## src/rtl/sfmt_pkg.sv

```systemverilog
`timescale 1ns/1ps
package sfmt_pkg;

  typedef enum logic [1:0] {
    FMT_FULL   = 2'b00,
    FMT_PLAIN  = 2'b01,
    FMT_GAPPED = 2'b10,
    FMT_SHORT  = 2'b11
  } fmt_e;

  typedef struct packed {
    logic load;
    logic shift;
  } strobe_t;

endpackage

```

## src/rtl/sfmt_ctrl.sv

```systemverilog
`timescale 1ns/1ps
module sfmt_ctrl
  import sfmt_pkg::*;
#(
  parameter int SAMPLE_W = 16
) (
  input  logic       clk,
  input  logic       rst,
  input  logic [1:0] fmtSel,
  output strobe_t    strobe,
  output logic       sclkEn,
  output logic       fsync
);
  localparam int HALF_W = 2 * SAMPLE_W;
  localparam int FULL_W = 4 * SAMPLE_W;
  localparam int CNT_W  = $clog2(FULL_W);
  localparam logic [CNT_W-1:0] LAST_FULL = CNT_W'(FULL_W - 1);
  localparam logic [CNT_W-1:0] LAST_HALF = CNT_W'(HALF_W - 1);
  localparam logic [CNT_W-1:0] GAP_START = CNT_W'(HALF_W);

  logic [CNT_W-1:0] period;
  fmt_e             curFmt;
  logic [CNT_W-1:0] lastIdx;
  logic             atEnd;

  always_comb begin
    lastIdx = (curFmt == FMT_SHORT) ? LAST_HALF : LAST_FULL;
    atEnd   = (period == lastIdx);
  end

  always_ff @(posedge clk) begin
    if (rst) begin
      period <= LAST_FULL;
      curFmt <= FMT_FULL;
    end else if (atEnd) begin
      period <= '0;
      curFmt <= fmt_e'(fmtSel);
    end else begin
      period <= period + 1'b1;
    end
  end

  always_comb begin
    strobe.load  = atEnd;
    strobe.shift = !atEnd;
    fsync        = atEnd;
    sclkEn       = !((curFmt == FMT_GAPPED) && (period >= GAP_START));
  end

endmodule

```

## src/rtl/sfmt_dp.sv

```systemverilog
`timescale 1ns/1ps
module sfmt_dp
  import sfmt_pkg::*;
#(
  parameter int SAMPLE_W = 16,
  parameter int PAD_LEAD = 7
) (
  input  logic                clk,
  input  logic                rst,
  input  strobe_t             strobe,
  input  logic [1:0]          fmtSel,
  input  logic [SAMPLE_W-1:0] leftWord,
  input  logic [SAMPLE_W-1:0] rightWord,
  input  logic                irqFlag,
  input  logic                capEnable,
  input  logic                playEnable,
  input  logic                ovrLeft,
  input  logic                ovrRight,
  output logic                sdata
);
  localparam int HALF_W   = 2 * SAMPLE_W;
  localparam int FULL_W   = 4 * SAMPLE_W;
  localparam int FLAG_N   = 4;
  localparam int PAD_TAIL = HALF_W - PAD_LEAD - FLAG_N;

  logic [HALF_W-1:0] statusBlk;
  logic [HALF_W-1:0] upperHalf;
  logic [FULL_W-1:0] frameWord;
  logic [FULL_W-1:0] shiftReg;

  always_comb begin
    statusBlk = {{PAD_LEAD{1'b0}}, irqFlag, capEnable, playEnable,
                 (ovrLeft | ovrRight), {PAD_TAIL{1'b0}}};
    upperHalf = (fmt_e'(fmtSel) == FMT_FULL) ? statusBlk : '0;
    frameWord = {leftWord, rightWord, upperHalf};
  end

  always_ff @(posedge clk) begin
    if (rst)               shiftReg <= '0;
    else if (strobe.load)  shiftReg <= frameWord;
    else if (strobe.shift) shiftReg <= {shiftReg[FULL_W-2:0], 1'b0};
  end

  assign sdata = shiftReg[FULL_W-1];

endmodule

```

## src/rtl/serial_frame_fmt.sv

```systemverilog
`timescale 1ns/1ps
module serial_frame_fmt
  import sfmt_pkg::*;
#(
  parameter int SAMPLE_W = 16
) (
  input  logic                clk,
  input  logic                rst,
  input  logic [1:0]          fmtSel,
  input  logic [SAMPLE_W-1:0] leftWord,
  input  logic [SAMPLE_W-1:0] rightWord,
  input  logic                irqFlag,
  input  logic                capEnable,
  input  logic                playEnable,
  input  logic                ovrLeft,
  input  logic                ovrRight,
  output logic                sclkEn,
  output logic                fsync,
  output logic                sdata
);
  strobe_t strobe;

  sfmt_ctrl #(.SAMPLE_W(SAMPLE_W)) i_ctrl (
    .clk(clk), .rst(rst), .fmtSel(fmtSel),
    .strobe(strobe), .sclkEn(sclkEn), .fsync(fsync)
  );

  sfmt_dp #(.SAMPLE_W(SAMPLE_W)) i_dp (
    .clk(clk), .rst(rst), .strobe(strobe), .fmtSel(fmtSel),
    .leftWord(leftWord), .rightWord(rightWord),
    .irqFlag(irqFlag), .capEnable(capEnable), .playEnable(playEnable),
    .ovrLeft(ovrLeft), .ovrRight(ovrRight), .sdata(sdata)
  );

endmodule

```

## config.mk

```make
export PLATFORM = sky130hd
export DESIGN_NAME = serial_frame_fmt
export DESIGN_NICKNAME = d
export VERILOG_FILES = /design/src/rtl/sfmt_pkg.sv /design/src/rtl/sfmt_ctrl.sv /design/src/rtl/sfmt_dp.sv /design/src/rtl/serial_frame_fmt.sv
export SDC_FILE = /design/constraint.sdc
export NUM_CORES = 1
export LEC_CHECK = 0
export CORE_ASPECT_RATIO = 0.9
export CORE_MARGIN = 1.5
export CORE_UTILIZATION = 40
export CTS_CLUSTER_DIAMETER = 120
export DETAILED_ROUTE_END_ITERATION = 7
export SLEW_MARGIN = 20
export SYNTH_ARGS = -nofsm -noshare
export SYNTH_HDL_FRONTEND = slang
export SYNTH_SLANG_ARGS = --single-unit
```

## constraint.sdc

```tcl
create_clock -name clk -period 4.2 [get_ports clk]
set_clock_uncertainty 0.2 [all_clocks]
set_input_delay 0.84 -clock clk [delete_from_list [all_inputs] [get_ports clk]]
set_output_delay 0.84 -clock clk [all_outputs]
set_load 0.02 [all_outputs]
```

==> flow_metrics.tcl <==
set metrics [dict create \
    clock_sinks 51 \
    crit_required_ps 3160 \
    clk_latency_ps 300 \
    rsz0062_at_grt "no" \
    first_pass_iters 3 \
    ys.flop_type "dfxtp_1" \
    finalWorstSetupSlack_ps 1176 \
    gr-usage-all-layers_pct 13.11 \
    die-area_sq_um 5940 \
    grt_max_degree 85 \
    io_pins 44 \
    syn_avg_cell_area_sq_um 10.26 \
    seq_area_frac_synth_pct 46.52 \
    ir_worst_vdd_mv 0.2791 \
    status "completed" \
    wl_per_cell_um 11.26 \
    numCtsBuffers 5 \
    hold_buffers 0 \
    setup_tns_ps 0 \
    syn_inst 214 \
    drc 0 \
    ant_nets 0 \
    drt-vias-per-instance 4.508 \
    clockBufferDepth 2 \
    hpwl_um 2210 \
    fp.dieH_um 73.27 \
    syn_area_sq_um 2195 \
    htree_levels 2 \
    synth-warning-count 0 \
    synth_top_area_share_pct 46.52 \
    area_growth_pct 24.17 \
    holdWs_ps 252.7 \
    coreArea_sq_um 5255 \
    globalplace.congestion 0.7286 \
    yosysTopAreaCell "dfxtp_1" \
    max-cap-violations 0 \
    p_per_area_nw_per_um2 500.6 \
    slew_viol_final 0 \
    path_max_fanout 6 \
    hold_viol_final 0 \
    clock-root-buffer "clkbuf_8" \
    insertedDiodeCount 0 \
    vias 1438 \
    worst_slew_pin_slew_ps 711.1 \
    grt_first_pass_wirelength_um 5913 \
    ctsResizeCount 0 \
    fin_util_pct 51.86 \
    dp_slack_ps 1503 \
    cp-end-kind "primary output" \
    synth_cell_types 29 \
    hold_path_class "reg -> reg" \
    stdcell_count 319 \
    layout-drive-gt1-share_pct 3.968 \
    nets 294 \
    synth_edf_count 0 \
    cts_setup_buffers 0 \
    antenna_found_initial 0 \
    finalPower_mw 1.364 \
    startpoint_type "flop" \
    power.leakage_nw 1.011 \
    min_period_over_period_pct 72.01 \
    syn-num-nets 257 \
    place_area_sq_um 2641 \
    die_width_um 81.08 \
    initial_core_util_pct 41.76 \
    max_freq_mhz 330.7 \
    rows 25 \
    stdcell_area_sq_um 2725 \
    cts_tree "yes" \
    drtIter0Drc 63 \
    grt_overflow 0 \
    clkSlewWorstSetupHoldPaths_ps 90 \
    portBuffers 43 \
    drt_wl_total_um 3592 \
    ys_ff_latch 51 \
    synthArstFlopShare_pct 0 \
    placed_cells 311 \
    grt_pass1_vias 1355 \
    fin_crit_ps 3024 \
    synth_area_leaders "dfxtp_1 47%, nand2b_1 20%, mux2i_1 16%" \
    arrival_ps 1980 \
    setup_viol 0 \
    path_class "reg -> out" \
    maxSlewHeadroom_pct 52.59 \
]
==> cells by family after synthesis <==
group                      after synthesis  share of synthesized area [%]
xor gates and xnor gates                 3                          1.197
DFF                                     51                          46.52
AOI/OAI and AO/OA                       13                          4.732
buffers and inverters                   17                          4.048
muxes                                   36                          16.42
and+or+nand+nor                         92                          25.94
adders and majority gates                2                          1.140
==> critical path, stage by stage (launching register included) <==
cell and delay (ps):
dfxtp_1 390, ha_1 280, nand4_1 200, a21oi_4 180, clkdlybuf4s50_1 620
==> where the power goes <==
group	switching, mW	leakage [nW]	total (mW)	internal, mW
Sequential	0.0574	0.416	0.649	0.591
Clock	0.153	0.0422	0.270	0.117
Combinational	0.213	0.553	0.446	0.232
Total	0.424	1.01	1.36	0.940
==> final timing paths <==
kind / startpoint / to / slack [ps] / depth (start not counted)
setup / recovery: i_ctrl.period[0] / fsync / 1180 / 4
setup reg to reg: i_ctrl.period[0] / i_dp.shiftReg[61] / 1980 / 5
hold reg to reg: i_dp.shiftReg[54] / i_dp.shiftReg[55] / 250 / 2
hold / removal: i_dp.shiftReg[54] / i_dp.shiftReg[55] / 250 / 2
==> sequential cells by signal, summed over array words and instances (netlist names) <==
register / count
i_ctrl.period: 6
i_ctrl.curFmt: 2
i_dp.shiftReg: 43
==> layer usage <==
layer  vias to the layer above  share of wire (%)  global-route usage (%)
met5                         -                  0                       0
met4                         0                1.5                   4.598
met3                         6                6.7                   5.590
met2                        34                 40                   19.07
met1                       625                 52                   17.35
li1                        773                  -                       -
==> layout by cell type (no fill, tap or decap), drive strengths merged, types with 3 or more instances in the layout <==
master,instances
nand2,4
nor3b,7
o21bai,4
inv,3
clkdlybuf4s50,42
nand2b,70
clkbuf,7
mux2i,36
dfxtp,51
==> layout make-up <==
| cell class | count | area [sq um] |
|---|---|---|
| clock buffer | 7 | 76.32 |
| clock inverter | 1 | 5.005 |
| fill | 499 | 2530 |
| inverter | 3 | 11.26 |
| multi-input combinational | 146 | 1092 |
| sequential | 51 | 1021 |
| tap | 67 | 83.83 |
| timing repair buffer | 44 | 435.4 |
==> cell usage after synthesis, types with 2 or more instances <==
| library cell | n |
|---|---|
| nand2_1 | 4 |
| nor3_1 | 2 |
| nor3b_1 | 7 |
| nand2b_1 | 70 |
| inv_1 | 3 |
| dfxtp_1 | 51 |
| buf_6 | 2 |
| nand3_1 | 2 |
| ha_1 | 2 |
| nand3b_1 | 2 |
| a31oi_1 | 2 |
| buf_2 | 2 |
| buf_4 | 2 |
| xnor2_1 | 2 |
| nor2_1 | 2 |
| o21bai_1 | 4 |
| clkbuf_1 | 8 |
| mux2i_1 | 36 |
(Power assumes the default switching activity.)
